File: src/rtl/mdio_pkg.sv
package mdio_pkg;
  localparam int FRAME_BITS = 32;
  localparam int DATA_BITS  = 16;
  localparam int TA_POS     = 14;   // first turnaround bit inside the frame
  localparam int DATA_POS   = 16;   // first data bit inside the frame

  localparam logic [2:0] ADDR_FRAME  = 3'd0;
  localparam logic [2:0] ADDR_CFG    = 3'd1;
  localparam logic [2:0] ADDR_MASK   = 3'd2;
  localparam logic [2:0] ADDR_STATUS = 3'd3;
  localparam logic [2:0] ADDR_BBCLK  = 3'd4;
  localparam logic [2:0] ADDR_BBDATA = 3'd5;
  localparam logic [2:0] ADDR_BBOE   = 3'd6;

  localparam logic [1:0] OP_READ = 2'b10;

  typedef struct packed {
    logic launch;      // a transaction starts this edge
    logic launchPoll;  // the starting transaction is a poll
    logic sampleNow;   // rising mdc this edge
    logic shiftNow;    // falling mdc, more bits follow
    logic doneNow;     // falling mdc after the last bit
    logic busy;
    logic kindPoll;
    logic pastTa;      // bit index at or beyond turnaround
    logic inData;      // bit index inside the data field
  } strobe_t;
endpackage

File: src/rtl/mdio_ctrl.sv
module mdio_ctrl
  import mdio_pkg::*;
#(
  parameter int PRE_BITS = 32,
  parameter int DIV_HALF = 2,
  parameter int POLL_GAP = 8
) (
  input  logic    clk,
  input  logic    rstN,
  input  logic    frameWrReq,
  input  logic    pollEn,
  input  logic    bbEn,
  output strobe_t strb,
  output logic    mdcEng
);
  localparam int TOTAL    = PRE_BITS + FRAME_BITS;
  localparam int IDX_W    = $clog2(TOTAL);
  localparam int DIV_W    = (DIV_HALF > 1) ? $clog2(DIV_HALF) : 1;
  localparam int GAP_W    = $clog2(POLL_GAP + 1);
  localparam int TA_IDX   = PRE_BITS + TA_POS;
  localparam int DATA_IDX = PRE_BITS + DATA_POS;

  logic             busy, kindPoll, mdcQ;
  logic [DIV_W-1:0] divCnt;
  logic [IDX_W-1:0] bitIdx;
  logic [GAP_W-1:0] gapCnt;
  logic             tick, lastBit, launchHost, launchPoll;

  always_comb begin
    tick       = busy && (divCnt == DIV_W'(DIV_HALF - 1));
    lastBit    = (bitIdx == IDX_W'(TOTAL - 1));
    launchHost = frameWrReq && !busy && !bbEn;
    launchPoll = !busy && pollEn && !bbEn && !launchHost && (gapCnt == '0);
  end

  always_ff @(posedge clk) begin
    if (!rstN) begin
      busy     <= 1'b0;
      kindPoll <= 1'b0;
      mdcQ     <= 1'b0;
      divCnt   <= '0;
      bitIdx   <= '0;
      gapCnt   <= '0;
    end else if (launchHost || launchPoll) begin
      busy     <= 1'b1;
      kindPoll <= launchPoll;
      mdcQ     <= 1'b0;
      divCnt   <= '0;
      bitIdx   <= '0;
    end else if (busy) begin
      divCnt <= tick ? '0 : divCnt + 1'b1;
      if (tick) begin
        mdcQ <= ~mdcQ;
        if (mdcQ) begin
          if (lastBit) begin
            busy   <= 1'b0;
            gapCnt <= GAP_W'(POLL_GAP);
          end else begin
            bitIdx <= bitIdx + 1'b1;
          end
        end
      end
    end else if (gapCnt != '0) begin
      gapCnt <= gapCnt - 1'b1;
    end
  end

  always_comb begin
    strb.launch     = launchHost || launchPoll;
    strb.launchPoll = launchPoll;
    strb.sampleNow  = tick && !mdcQ;
    strb.shiftNow   = tick && mdcQ && !lastBit;
    strb.doneNow    = tick && mdcQ && lastBit;
    strb.busy       = busy;
    strb.kindPoll   = kindPoll;
    strb.pastTa     = (bitIdx >= IDX_W'(TA_IDX));
    strb.inData     = (bitIdx >= IDX_W'(DATA_IDX));
  end

  assign mdcEng = mdcQ;
endmodule

File: src/rtl/mdio_datapath.sv
module mdio_datapath
  import mdio_pkg::*;
#(
  parameter int PRE_BITS = 32,
  parameter int NUM_LINES = 2
) (
  input  logic                 clk,
  input  logic                 rstN,
  input  strobe_t              strb,
  input  logic                 mdcEng,
  input  logic                 regWrEn,
  input  logic                 regRdEn,
  input  logic [2:0]           regAddr,
  input  logic [31:0]          regWrData,
  output logic [31:0]          regRdData,
  output logic                 cfgPe,
  output logic                 cfgBb,
  output logic                 mdc,
  output logic                 mdioOut,
  output logic [NUM_LINES-1:0] mdioOe,
  input  logic [NUM_LINES-1:0] mdioIn,
  output logic                 irq
);
  localparam int TOTAL = PRE_BITS + FRAME_BITS;
  localparam int SEL_W = (NUM_LINES > 1) ? $clog2(NUM_LINES) : 1;

  logic [31:0]          frameReg;
  logic [SEL_W-1:0]     cfgSel;
  logic [4:0]           cfgPollReg, cfgPollPhy;
  logic [DATA_BITS-1:0] maskReg, basicReg, changedReg, rxShift, changedNext;
  logic                 pollValid, bbClk, bbData, bbOe, curRead;
  logic [TOTAL-1:0]     txShift;
  logic [31:0]          launchWord;
  logic                 wrCfg, statusClear, mdioInSel, engOe, oeSel;

  always_comb begin
    wrCfg       = regWrEn && (regAddr == ADDR_CFG);
    statusClear = regRdEn && (regAddr == ADDR_STATUS);
    mdioInSel   = mdioIn[cfgSel];
    if (strb.launchPoll)
      launchWord = {2'b01, OP_READ, cfgPollPhy, cfgPollReg, 2'b10, {DATA_BITS{1'b0}}};
    else
      launchWord = regWrData & ~32'h0001_0000;
    changedNext = statusClear ? '0 : changedReg;
    if (strb.doneNow && strb.kindPoll && pollValid)
      changedNext = changedNext | (basicReg ^ rxShift);
  end

  always_ff @(posedge clk) begin
    if (!rstN) begin
      frameReg   <= '0;
      cfgSel     <= '0;
      cfgPe      <= 1'b0;
      cfgBb      <= 1'b0;
      cfgPollReg <= '0;
      cfgPollPhy <= '0;
      maskReg    <= '1;
      basicReg   <= '0;
      changedReg <= '0;
      pollValid  <= 1'b0;
      bbClk      <= 1'b0;
      bbData     <= 1'b0;
      bbOe       <= 1'b0;
      txShift    <= '1;
      rxShift    <= '0;
      curRead    <= 1'b0;
    end else begin
      changedReg <= changedNext;
      if (strb.launch) begin
        txShift <= {{PRE_BITS{1'b1}}, launchWord};
        curRead <= (launchWord[29:28] == OP_READ);
        if (!strb.launchPoll) frameReg <= launchWord;
      end else if (strb.shiftNow) begin
        txShift <= {txShift[TOTAL-2:0], 1'b1};
      end
      if (strb.sampleNow && strb.inData)
        rxShift <= {rxShift[DATA_BITS-2:0], mdioInSel};
      if (strb.doneNow) begin
        if (strb.kindPoll) begin
          basicReg  <= rxShift;
          pollValid <= 1'b1;
        end else begin
          frameReg[DATA_POS] <= 1'b1;
          if (curRead) frameReg[DATA_BITS-1:0] <= rxShift;
        end
      end
      if (regWrEn) begin
        case (regAddr)
          ADDR_CFG: begin
            cfgSel     <= SEL_W'(regWrData[0]);
            cfgPe      <= regWrData[1];
            cfgBb      <= regWrData[2];
            cfgPollReg <= regWrData[7:3];
            cfgPollPhy <= regWrData[14:10];
          end
          ADDR_MASK:   maskReg <= regWrData[DATA_BITS-1:0];
          ADDR_BBCLK:  bbClk   <= regWrData[0];
          ADDR_BBDATA: bbData  <= regWrData[0];
          ADDR_BBOE:   bbOe    <= regWrData[0];
          default: ;
        endcase
      end
      if (wrCfg) pollValid <= 1'b0;
    end
  end

  always_comb begin
    case (regAddr)
      ADDR_FRAME:  regRdData = frameReg;
      ADDR_CFG:    regRdData = {17'b0, cfgPollPhy, 2'b00, cfgPollReg, cfgBb, cfgPe, 1'(cfgSel)};
      ADDR_MASK:   regRdData = {16'b0, maskReg};
      ADDR_STATUS: regRdData = {basicReg, changedReg};
      ADDR_BBCLK:  regRdData = {31'b0, bbClk};
      ADDR_BBDATA: regRdData = {31'b0, bbData};
      ADDR_BBOE:   regRdData = {31'b0, bbOe};
      default:     regRdData = '0;
    endcase
  end

  always_comb begin
    engOe   = strb.busy && !(curRead && strb.pastTa);
    oeSel   = cfgBb ? bbOe : engOe;
    mdc     = cfgBb ? bbClk : mdcEng;
    mdioOut = cfgBb ? bbData : (strb.busy ? txShift[TOTAL-1] : 1'b1);
    irq     = |(changedReg & ~maskReg);
  end

  for (genvar ln = 0; ln < NUM_LINES; ln++) begin : g_line
    assign mdioOe[ln] = oeSel && (cfgSel == SEL_W'(ln));
  end
endmodule

File: src/rtl/mdio_engine.sv
module mdio_engine
  import mdio_pkg::*;
#(
  parameter int PRE_BITS = 32,
  parameter int DIV_HALF = 2,
  parameter int POLL_GAP = 8
) (
  input  logic        clk,
  input  logic        rstN,
  input  logic        regWrEn,
  input  logic        regRdEn,
  input  logic [2:0]  regAddr,
  input  logic [31:0] regWrData,
  output logic [31:0] regRdData,
  output logic        mdc,
  output logic        mdioOut,
  output logic [1:0]  mdioOe,
  input  logic [1:0]  mdioIn,
  output logic        irq
);
  strobe_t strb;
  logic    mdcEng, cfgPe, cfgBb, frameWrReq;

  assign frameWrReq = regWrEn && (regAddr == ADDR_FRAME);

  mdio_ctrl #(.PRE_BITS(PRE_BITS), .DIV_HALF(DIV_HALF), .POLL_GAP(POLL_GAP)) u_ctrl (
    .clk(clk), .rstN(rstN), .frameWrReq(frameWrReq), .pollEn(cfgPe), .bbEn(cfgBb),
    .strb(strb), .mdcEng(mdcEng)
  );

  mdio_datapath #(.PRE_BITS(PRE_BITS), .NUM_LINES(2)) u_dp (
    .clk(clk), .rstN(rstN), .strb(strb), .mdcEng(mdcEng),
    .regWrEn(regWrEn), .regRdEn(regRdEn), .regAddr(regAddr), .regWrData(regWrData),
    .regRdData(regRdData), .cfgPe(cfgPe), .cfgBb(cfgBb), .mdc(mdc), .mdioOut(mdioOut),
    .mdioOe(mdioOe), .mdioIn(mdioIn), .irq(irq)
  );
endmodule

File: config.mk
export PLATFORM = sky130hd
export DESIGN_NAME = mdio_engine
export DESIGN_NICKNAME = d
export VERILOG_FILES = /design/src/rtl/mdio_pkg.sv /design/src/rtl/mdio_ctrl.sv /design/src/rtl/mdio_datapath.sv /design/src/rtl/mdio_engine.sv
export SDC_FILE = /design/constraint.sdc
export NUM_CORES = 1
export LEC_CHECK = 0
export ABC_CLOCK_PERIOD_IN_PS = 4300
export CORE_AREA = 3 3 153 111
export CTS_CLUSTER_SIZE = 20
export DETAILED_ROUTE_END_ITERATION = 16
export DIE_AREA = 0 0 156 114
export DONT_BUFFER_PORTS = 1
export PLACE_DENSITY_LB_ADDON = 0.05
export SLEW_MARGIN = 20
export SYNTH_ARGS = -nofsm -noshare
export SYNTH_HDL_FRONTEND = slang
export SYNTH_SLANG_ARGS = --single-unit
File: constraint.sdc
create_clock -name clk -period 4.3 [get_ports clk]
set_input_delay 0.215 -clock clk [delete_from_list [all_inputs] [get_ports clk]]
set_output_delay 0.215 -clock clk [all_outputs]
set_load 0.1 [all_outputs]
==> results_dict.tcl <==
set metrics [dict create \
    start_util_pct 55.20 \
    finalHoldViolations 0 \
    syn_area_per_cell_um2 8.495 \
    layout_common_cells "225 x nand2_1, 192 x dfxtp_1, 88 x nor2_1, 52 x a21oi_1, 50 x nand3_1" \
    nFillCells 1355 \
    synthCells 1004 \
    drv_slew 0 \
    wl_um 25390 \
    required_ps 4600 \
    finalSetupViolations 0 \
    hold_path_depth 2 \
    die_y_um 114 \
    start_kind "register" \
    diodes 0 \
    synth_nets 1047 \
    top_usage_layer "met2" \
    grt.total_usage_pct 28.62 \
    ir_worst_vdd_mv 0.2083 \
    dr.pass1.iters 5 \
    p_switching_uw 977.2 \
    pwr-share-clk_pct 39.7 \
    clk_pin_slew_ps 70 \
    cts.sinks 192 \
    seq_power_share_pct 50.3 \
    numPortBuffers 0 \
    fp-row-count 38 \
    combPwrFrac_pct 10.0 \
    drv_cap 0 \
    whs_endpoint "u_dp.frameReg[14]" \
    max_slew.worst_pin.slew_ps 1201 \
    cp_data_arrival_time_ps 3030 \
    yosysWarningCount 0 \
    end_kind "register" \
    grt_max_degree 72 \
    wl_per_cell_um 21.23 \
    htree_levels 4 \
    drtIter0Drc 822 \
    max_freq_ghz 0.3665 \
    ant_nets 0 \
    cts_buffers 17 \
    vias_per_cell 6.262 \
    swShare_pct 26.36 \
    r2r-start "u_ctrl.bitIdx[0]" \
    grt_use_met2_pct 42.19 \
    root_buffer "clkbuf_16" \
    ys_seq_area_share_pct 45.06 \
    worst-r2r-cell-count 6 \
    setup-tns-final_ps 0 \
    final_common_cell "nand2_1" \
    ys_ff_latch 192 \
    final-instance-count-excl-fill 1196 \
    hp-start "regWrData[14]" \
    drt_drc_violations_left 0 \
    pin_count 78 \
    fin_crit_sh_pct 63.46 \
    place.gp.congestion 0.8661 \
    r2r_setup_slack_ps 1570 \
    slew_headroom_pct 19.90 \
    crit_type "register to register" \
    rsz0062_at_grt "no" \
    met3_usage_pct 6.712 \
    grt_pass1_vias 7112 \
    synth-edff-count 0 \
    fp.dieW_um 156 \
    synth.distinct_cells 61 \
    vias 7489 \
    syn_area_um2 8529 \
    dpl.hpwl_um 16770 \
    crit_fanout 43 \
    area_growth_pct 10.53 \
    startpoint "u_ctrl.bitIdx[0]" \
    hold_class "input pin to register" \
    cts_resized 0 \
    grt_pass1_wl_um 39830 \
    power.density_nw_per_um2 393.2 \
    r2r_end "u_dp.txShift[12]" \
    met1_usage_pct 40.92 \
    core_area_um2 15450 \
    ys.flop_type "dfxtp_1" \
    clockBufferDepth 2 \
    status "complete, no violations" \
    cts_tree "built" \
    power_leakage_uw 0.003521 \
    synth_async_sr_flop_share_pct 0 \
    fin_nets 1026 \
    die_area_um2 17780 \
    finalCriticalPeriod_ps 2729 \
    finClkSkew_ps 12.76 \
    dp_cells 1132 \
    insertion_delay_ps 430 \
    internal_power_uw 2730 \
    grt_overflow 0 \
    drive_gt1_share_pct 10.84 \
    antenna_found_initial 0 \
]
[cells by family (layout without fill, tap and decap cells)]
family / count (synthesis) / after routing / share of synthesized area [%]
AOI/OAI and AO/OA: 197 / 197 / 17.05
muxes: 40 / 40 / 6.484
adders and majority gates: 2 / 2 / 0.2933
DFF: 192 / 192 / 45.06
and+or+nand+nor: 445 / 445 / 22.84
buffers and inverters: 105 / 97 / 5.912
xor gates and xnor gates: 23 / 23 / 2.362
[power by group through the flow]
stage	Sequential [uW]	Clock (uW)	Combinational, uW
floorplan	1890	0	298
global placement	1900	0	319
detailed placement	1900	0	328
CTS	1860	1490	369
global route	1870	1560	398
finish	1860	1470	369
[routing by layer]
| layer | vias to the layer above | part of all wire, % | routed length [um] |
|---|---|---|---|
| met5 | - | 0 | 0 |
| met4 | 0 | 2.5 | 643 |
| met3 | 41 | 8.9 | 2260 |
| met2 | 300 | 43 | 11030 |
| met1 | 3663 | 45 | 11460 |
| li1 | 3485 | - | - |
[through the flow]
stage	utilization, %	power [uW]	hold WS (ps)	worst slack [ps]	area, um2
2_1_floorplan	-	2188	339.0	956.7	8529
3_3_place_gp	55.35	2220	301.6	1737	8553
3_5_place_dp	55.35	2232	302.9	1632	8553
4_1_cts	61.01	3720	1.197	1613	9428
5_1_grt	61.01	3829	29.49	1315	9428
6_report	61.01	3707	30.14	1571	9428
[worst max path at each step]
stage	slack [ps]	to	cells after the start
6_report	1570	u_dp.txShift[12]	6
2_1_floorplan	960	regRdData[0]	6
5_1_grt	1310	u_dp.txShift[29]	6
3_5_place_dp	1630	u_dp.txShift[30]	6
3_3_place_gp	1740	u_dp.txShift[12]	6
4_1_cts	1610	u_dp.txShift[30]	6
[worst max-delay path: stages, from the launching register on]
cell      delay, ps
dfxtp_1         410
ha_1            400
nand3_1         240
o21ai_4         660
buf_4           540
mux2i_1         240
o211ai_1         90
[timing repair]
item                                   in CTS  in global routing
setup buffers                               0                  0
endpoints found under the hold margin      94                  0
hold buffers                               32                  0
[registers in the layout (all words and copies together) (netlist names), 4 cells and up]
register / cells
u_dp.cfgPollPhy: 5
u_dp.maskReg: 16
u_dp.basicReg: 16
u_ctrl.bitIdx: 6
u_dp.rxShift: 16
u_dp.cfgPollReg: 5
u_dp.frameReg: 32
u_dp.changedReg: 16
u_dp.txShift: 64
u_ctrl.gapCnt: 4
[area by class of cell]
type / instances / area (um2) / area share [%]
clock inverters: 11 / 83.83 / 0.8892
well taps: 200 / 250.2 / 2.654
flip-flops and latches: 192 / 3844 / 40.77
repair buffers: 43 / 412.9 / 4.380
multi-input cells: 707 / 4293 / 45.53
clock buffers: 21 / 460.4 / 4.884
inverters: 22 / 83.83 / 0.8892
[Yosys cell counts (3+ instances only)]
library cell | n | area (um2)
a311oi_1 | 16 | 140.1
nand4_1 | 16 | 100.1
buf_4 | 9 | 67.56
nand2_1 | 226 | 848.3
and2_1 | 4 | 25.02
mux4_2 | 12 | 270.3
o211ai_1 | 25 | 187.7
a21boi_0 | 6 | 45.04
clkbuf_1 | 41 | 153.9
nor3_1 | 7 | 35.03
xnor2_1 | 6 | 52.55
a21oi_1 | 52 | 260.3
inv_1 | 21 | 78.83
nor2b_1 | 18 | 112.6
nand3_1 | 50 | 250.2
a32oi_1 | 33 | 289.0
o22ai_1 | 5 | 31.28
a221oi_1 | 5 | 43.79
dfxtp_1 | 192 | 3844
a22oi_1 | 17 | 127.6
buf_6 | 6 | 67.56
o31ai_1 | 3 | 22.52
xor2_1 | 17 | 148.9
a211oi_1 | 10 | 75.07
buf_2 | 25 | 125.1
nor2_1 | 107 | 401.6
o21ai_0 | 4 | 20.02
mux2i_1 | 26 | 260.3
o311ai_2 | 4 | 65.06
No activity file was read; power rests on OpenSTA's default activity.
